**config.mk**
```make
export PLATFORM = sky130hd
export DESIGN_NAME = chan_status_capture
export DESIGN_NICKNAME = d
export VERILOG_FILES = /design/src/rtl/csc_pkg.sv /design/src/rtl/csc_shift.sv /design/src/rtl/csc_hold.sv /design/src/rtl/csc_flags.sv /design/src/rtl/chan_status_capture.sv
export SDC_FILE = /design/constraint.sdc
export NUM_CORES = 1
export LEC_CHECK = 0
export ABC_AREA = 1
export BUFFER_PORTS_ARGS = -buffer_cell sky130_fd_sc_hd__buf_2
export CAP_MARGIN = 0
export CORE_ASPECT_RATIO = 0.8
export CORE_MARGIN = 5
export CORE_UTILIZATION = 43
export CTS_BUF_LIST = sky130_fd_sc_hd__clkbuf_4 sky130_fd_sc_hd__clkbuf_8
export DETAILED_ROUTE_END_ITERATION = 16
export GPL_TIMING_DRIVEN = 0
export PLACE_DENSITY = 0.65
export SYNTH_ARGS = -nofsm -noshare
export SYNTH_HDL_FRONTEND = slang
export SYNTH_SLANG_ARGS = --single-unit
export TNS_END_PERCENT = 5
```
**constraint.sdc**
```tcl
create_clock -name clk -period 5.4 [get_ports clk]
set_clock_uncertainty 0.2 [all_clocks]
set_input_delay 1.08 -clock clk [delete_from_list [all_inputs] [get_ports clk]]
set_output_delay 1.08 -clock clk [all_outputs]
set_load 0.01 [all_outputs]
```
**src/rtl/csc_pkg.sv**
```systemverilog
package csc_pkg;
  localparam int CS_WORD_W = 32;
  localparam int NUM_FLAGS = 2;
  localparam int FLG_WORD  = 0;
  localparam int FLG_INVAL = 1;
endpackage

```
**src/rtl/csc_shift.sv**
```systemverilog
module csc_shift #(
  parameter int W = 32
) (
  input  logic         clk,
  input  logic         rst_n,
  input  logic         fire,
  input  logic         start,
  input  logic         cbit,
  output logic [W-1:0] word_nxt,
  output logic         load
);
  localparam int CNT_W = $clog2(W + 1);
  localparam int IDX_W = $clog2(W);

  logic [W-1:0]     shadow_q;
  logic [CNT_W-1:0] cnt_q, cnt_n;
  logic [IDX_W-1:0] idx;

  // count == W means idle: waiting for a block start
  assign idx = IDX_W'(W - 1) - cnt_q[IDX_W-1:0];

  always_comb begin
    word_nxt = shadow_q;
    cnt_n    = cnt_q;
    load     = 1'b0;
    if (fire) begin
      if (start) begin
        word_nxt        = '0;
        word_nxt[W-1]   = cbit;
        cnt_n           = CNT_W'(1);
      end else if (cnt_q < CNT_W'(W)) begin
        word_nxt[idx]   = cbit;
        cnt_n           = cnt_q + CNT_W'(1);
        load            = (cnt_q == CNT_W'(W - 1));
      end
    end
  end

  always_ff @(posedge clk or negedge rst_n) begin
    if (!rst_n) begin
      shadow_q <= '0;
      cnt_q    <= CNT_W'(W);
    end else begin
      shadow_q <= word_nxt;
      cnt_q    <= cnt_n;
    end
  end

  AST_CNT_BOUND: assert property (@(posedge clk) disable iff (!rst_n)
    cnt_q <= CNT_W'(W));
  AST_START_RESTART: assert property (@(posedge clk) disable iff (!rst_n)
    fire && start |=> cnt_q == CNT_W'(1));
  AST_IDLE_HOLD: assert property (@(posedge clk) disable iff (!rst_n)
    cnt_q == CNT_W'(W) && !(fire && start) |=> cnt_q == CNT_W'(W));
  AST_LOAD_SINGLE: assert property (@(posedge clk) disable iff (!rst_n)
    load |=> !load);
endmodule

```
**src/rtl/csc_hold.sv**
```systemverilog
module csc_hold #(
  parameter int W = 32
) (
  input  logic         clk,
  input  logic         rst_n,
  input  logic         load,
  input  logic [W-1:0] d,
  output logic [W-1:0] q
);
  always_ff @(posedge clk or negedge rst_n) begin
    if (!rst_n)    q <= '0;
    else if (load) q <= d;
  end

  AST_HOLD_STABLE: assert property (@(posedge clk) disable iff (!rst_n)
    !load |=> $stable(q));
endmodule

```
**src/rtl/csc_flags.sv**
```systemverilog
module csc_flags #(
  parameter int N = 2
) (
  input  logic         clk,
  input  logic         rst_n,
  input  logic [N-1:0] set,
  input  logic [N-1:0] clr,
  output logic [N-1:0] q
);
  for (genvar i = 0; i < N; i++) begin : g_flag
    always_ff @(posedge clk or negedge rst_n) begin
      if (!rst_n)      q[i] <= 1'b0;
      else if (set[i]) q[i] <= 1'b1;
      else if (clr[i]) q[i] <= 1'b0;
    end

    AST_SET_WINS: assert property (@(posedge clk) disable iff (!rst_n)
      set[i] |=> q[i]);
    AST_CLR_TAKES: assert property (@(posedge clk) disable iff (!rst_n)
      clr[i] && !set[i] |=> !q[i]);
    AST_STICKY: assert property (@(posedge clk) disable iff (!rst_n)
      q[i] && !clr[i] |=> q[i]);
  end
endmodule

```
**src/rtl/chan_status_capture.sv**
```systemverilog
module chan_status_capture #(
  parameter int WORD_W = csc_pkg::CS_WORD_W
) (
  input  logic              clk,
  input  logic              rst_n,
  input  logic              in_valid,
  output logic              in_ready,
  input  logic              in_cbit,
  input  logic              in_blk_start,
  input  logic              in_invalid,
  input  logic              rd_stb,
  input  logic              clr_wr,
  input  logic [1:0]        clr_mask,
  output logic [WORD_W-1:0] cs_word,
  output logic              irq_word,
  output logic              irq_inval,
  output logic              irq
);
  import csc_pkg::*;

  logic                 fire;
  logic                 load;
  logic [WORD_W-1:0]    word_nxt;
  logic [NUM_FLAGS-1:0] flg_set, flg_clr, flg_q;

  assign in_ready = rst_n;
  assign fire     = in_valid & in_ready;

  csc_shift #(.W(WORD_W)) u_shift (
    .clk(clk), .rst_n(rst_n), .fire(fire), .start(in_blk_start),
    .cbit(in_cbit), .word_nxt(word_nxt), .load(load)
  );

  csc_hold #(.W(WORD_W)) u_hold (
    .clk(clk), .rst_n(rst_n), .load(load), .d(word_nxt), .q(cs_word)
  );

  always_comb begin
    flg_set            = '0;
    flg_clr            = '0;
    flg_set[FLG_WORD]  = load;
    flg_clr[FLG_WORD]  = rd_stb | (clr_wr & clr_mask[0]);
    flg_set[FLG_INVAL] = fire & in_invalid;
    flg_clr[FLG_INVAL] = clr_wr & clr_mask[1];
  end

  csc_flags #(.N(NUM_FLAGS)) u_flags (
    .clk(clk), .rst_n(rst_n), .set(flg_set), .clr(flg_clr), .q(flg_q)
  );

  assign irq_word  = flg_q[FLG_WORD];
  assign irq_inval = flg_q[FLG_INVAL];
  assign irq       = |flg_q;

  AST_WORD_FLAG_WITH_LOAD: assert property (@(posedge clk) disable iff (!rst_n)
    !$stable(cs_word) |-> irq_word);
  AST_INVAL_SET: assert property (@(posedge clk) disable iff (!rst_n)
    in_valid && in_invalid |=> irq_inval);
  AST_READ_NO_INVAL_CLR: assert property (@(posedge clk) disable iff (!rst_n)
    irq_inval && !(clr_wr && clr_mask[1]) |=> irq_inval);
  AST_IDLE_QUIET: assert property (@(posedge clk) disable iff (!rst_n)
    !in_valid |=> $stable(cs_word));
endmodule

```
==> impl_metrics.env <==
export IMPL_crit_path_end="in_ready"
export IMPL_cts_buffers=9
export IMPL_start_util=0.445
export IMPL_htreeDepth=3
export IMPL_worstPathRequired_ns=4.12
export IMPL_insertion_delay_ns=0.36
export IMPL_hold_path_startpoint="u_hold.q[30]"
export IMPL_cts_sinks=72
export IMPL_grt_use_total=0.186
export IMPL_final_common_cell="nand2_1"
export IMPL_synthAdderAreaFrac=0.0141
export IMPL_setup_ws_ns=2.10
export IMPL_grt_max_degree=44
export IMPL_run_status="finished, final reports clean"
export IMPL_grt_setup_unrepaired="false"
export IMPL_setup_viol=0
export IMPL_die_height_um=91.3
export IMPL_drtIter0Drc=147
export IMPL_yosysUniqueCellTypes=25
export IMPL_postCtsHoldBufs=0
export IMPL_numPortBuffers=45
export IMPL_min_path_type="register to register"
export IMPL_antenna_found_initial=0
export IMPL_grt_pass1_wl_mm=15.2
export IMPL_final_cell_mix="193 x nand2_1, 78 x nand3_1, 71 x dfrtp_1"
export IMPL_synth_area_um2=3550
export IMPL_cts_tree="built"
export IMPL_startpoint="rst_n"
export IMPL_vias=3171
export IMPL_design_die_area_um2=10200
export IMPL_synthXorXnorAreaFrac=0
export IMPL_drive_above_1_share=0.146
export IMPL_synth_compound_area_frac=0.0384
export IMPL_vdd_ir_drop_worst_v=0.000135
export IMPL_cap_violations=0
export IMPL_yosysWarnings=0
export IMPL_r2r_end="u_hold.q[2]"
export IMPL_place_inst=620
export IMPL_synth_nets=480
export IMPL_r2r_start="u_shift.cnt_q[1]"
export IMPL_crit_slowest_cell="buf_4"
export IMPL_power_density_nw_per_um2=288
export IMPL_syn_to_final_growth_pct=16.6
export IMPL_end_kind="primary output"
export IMPL_report_final_slew_viol_count=0
export IMPL_die_w_um=112
export IMPL_ios=46
export IMPL_clock_root_buffer="clkbuf_8"
export IMPL_wl_per_cell_um=13.8
export IMPL_synthTopCellsByArea="dfrtp_1 50%, nand2_1 20%, nand3_1 11%, inv_1 4.1%, o21bai_1 2.3%"
export IMPL_postRouteWirelength_mm=8.76
export IMPL_finalPower_mw=1.19
export IMPL_diodes=0
export IMPL_dpl_worst_slack_ns=2.03
export IMPL_grt_pass1_vias=3213
export IMPL_post_route_period_util=0.611
export IMPL_dp_hpwl_mm=6.35
export IMPL_place_congestion=0.889
export IMPL_period_needed_ns=3.30
export IMPL_finalHoldViolCount=0
export IMPL_drc_errors=0
export IMPL_reg2reg_depth=10
export IMPL_arrival_ns=2.02
export IMPL_clk_pin_slew_ns=0.07
export IMPL_yosys_area_share_simple=0.360
export IMPL_fin_cells=636
export IMPL_overflow=0
export IMPL_post_cts_buffers=0
export IMPL_ant_nets=0
export IMPL_path_cells="buf_4, buf_12, buf_4, buf_2"
export IMPL_synth_top_family_by_area="simple AND/OR/NAND/NOR gates"
export IMPL_nets=537
export IMPL_startpoint_type="primary input"
export IMPL_slowest_delay_ns=0.35
export IMPL_ff2ff_setup_slack_ns=2.99
export IMPL_core_region_area_um2=7980
export IMPL_setup_tns_ns=0
export IMPL_worstMarginPinSlew_ns=0.645
export IMPL_cp_max_fo=43
export IMPL_timing_worst_setup_path_type="primary input to primary output"
export IMPL_vias_per_cell=4.99
export IMPL_yosys_register_bits=72
export IMPL_firstDrtPassIters=5
export IMPL_cts_resized=0
export IMPL_row_count=29
export IMPL_synth_cells=466
export IMPL_timing_fmax_ghz=0.303
export IMPL_slew_headroom=0.570
export IMPL_netlist_top_cell_by_area="dfrtp_1"
export IMPL_leakage_nw=2.34
export IMPL_path_common_cell="buf_4"
export IMPL_clockBufferDepth=2
export IMPL_synth_mux_area_frac=0
export IMPL_ys_seq_area_frac=0.508
export IMPL_syn_area_per_cell_um2=7.62
export IMPL_synth_top_area_frac=0.500
worst min-delay path by stage:
stage / to / slack [ns] / cells after the start
after global routing: u_hold.q[11] / 0.30 / 2
final: u_hold.q[30] / 0.27 / 2
after global placement: u_hold.q[30] / 0.26 / 2
after detailed placement: u_hold.q[8] / 0.26 / 2
after floorplan: u_shift.shadow_q[10] / 0.26 / 2
after CTS: u_hold.q[8] / 0.28 / 2
registers in the layout, summed over array words and instances (netlist names):
| name | count |
|---|---|
| u_shift.cnt_q | 6 |
| u_shift.shadow_q | 32 |
| u_flags.q | 2 |
| u_hold.q | 32 |
final cells by class:
type / instances / area (µm²)
Buffer: 25 / 128
Clock buffer: 13 / 166
Clock inverter: 3 / 40.0
Fill cell: 820 / 3840
Inverter: 41 / 154
Multi-Input combinational cell: 328 / 1470
Sequential cell: 72 / 1800
Tap cell: 108 / 135
Timing Repair Buffer: 46 / 248
cell usage after synthesis:
cell type,number
a21oi_1,3
a22o_1,1
buf_2,6
buf_4,1
buf_6,3
clkbuf_1,15
clkinv_1,1
dfrtp_1,71
dfstp_2,1
ha_1,4
inv_1,39
inv_2,1
nand2_1,193
nand3_1,78
nand3b_1,2
nand4_1,8
nor2_1,17
nor2_2,1
nor2_4,1
nor3_1,1
nor3b_1,1
o21ai_0,5
o21ai_1,1
o21bai_1,11
or2_2,1
metal layers:
layer / vias up / share of wire / GRT usage
met5: - / 0 / 0
met4: 0 / 0.012 / 0.0729
met3: 13 / 0.061 / 0.0439
met2: 88 / 0.45 / 0.290
met1: 1484 / 0.47 / 0.254
li1: 1586 / - / -
critical path: cells and delay by family:
family   cells  cell delay [ns]
buf+inv      4             0.91
logic make-up after synthesis:
logic type                 Yosys count
and+or+nand+nor                    303
DFF                                 72
buffers and inverters               66
AOI/OAI and AO/OA                   21
adders and majority gates            4
per-stage QoR:
stage	hold WS [ns]	utilization	area (µm²)
finish	0.273	0.519	4140
global route	0.299	0.519	4140
CTS	0.279	0.519	4140
detailed placement	0.259	0.493	3930
global placement	0.258	0.490	3910
floorplan	0.262	-	3550
power breakdown:
part           total (mW)  internal [mW]  switching [mW]
Sequential          0.570          0.558          0.0123
Combinational       0.180         0.0444           0.136
Clock               0.442          0.247           0.194
(Power assumes the default switching activity.)
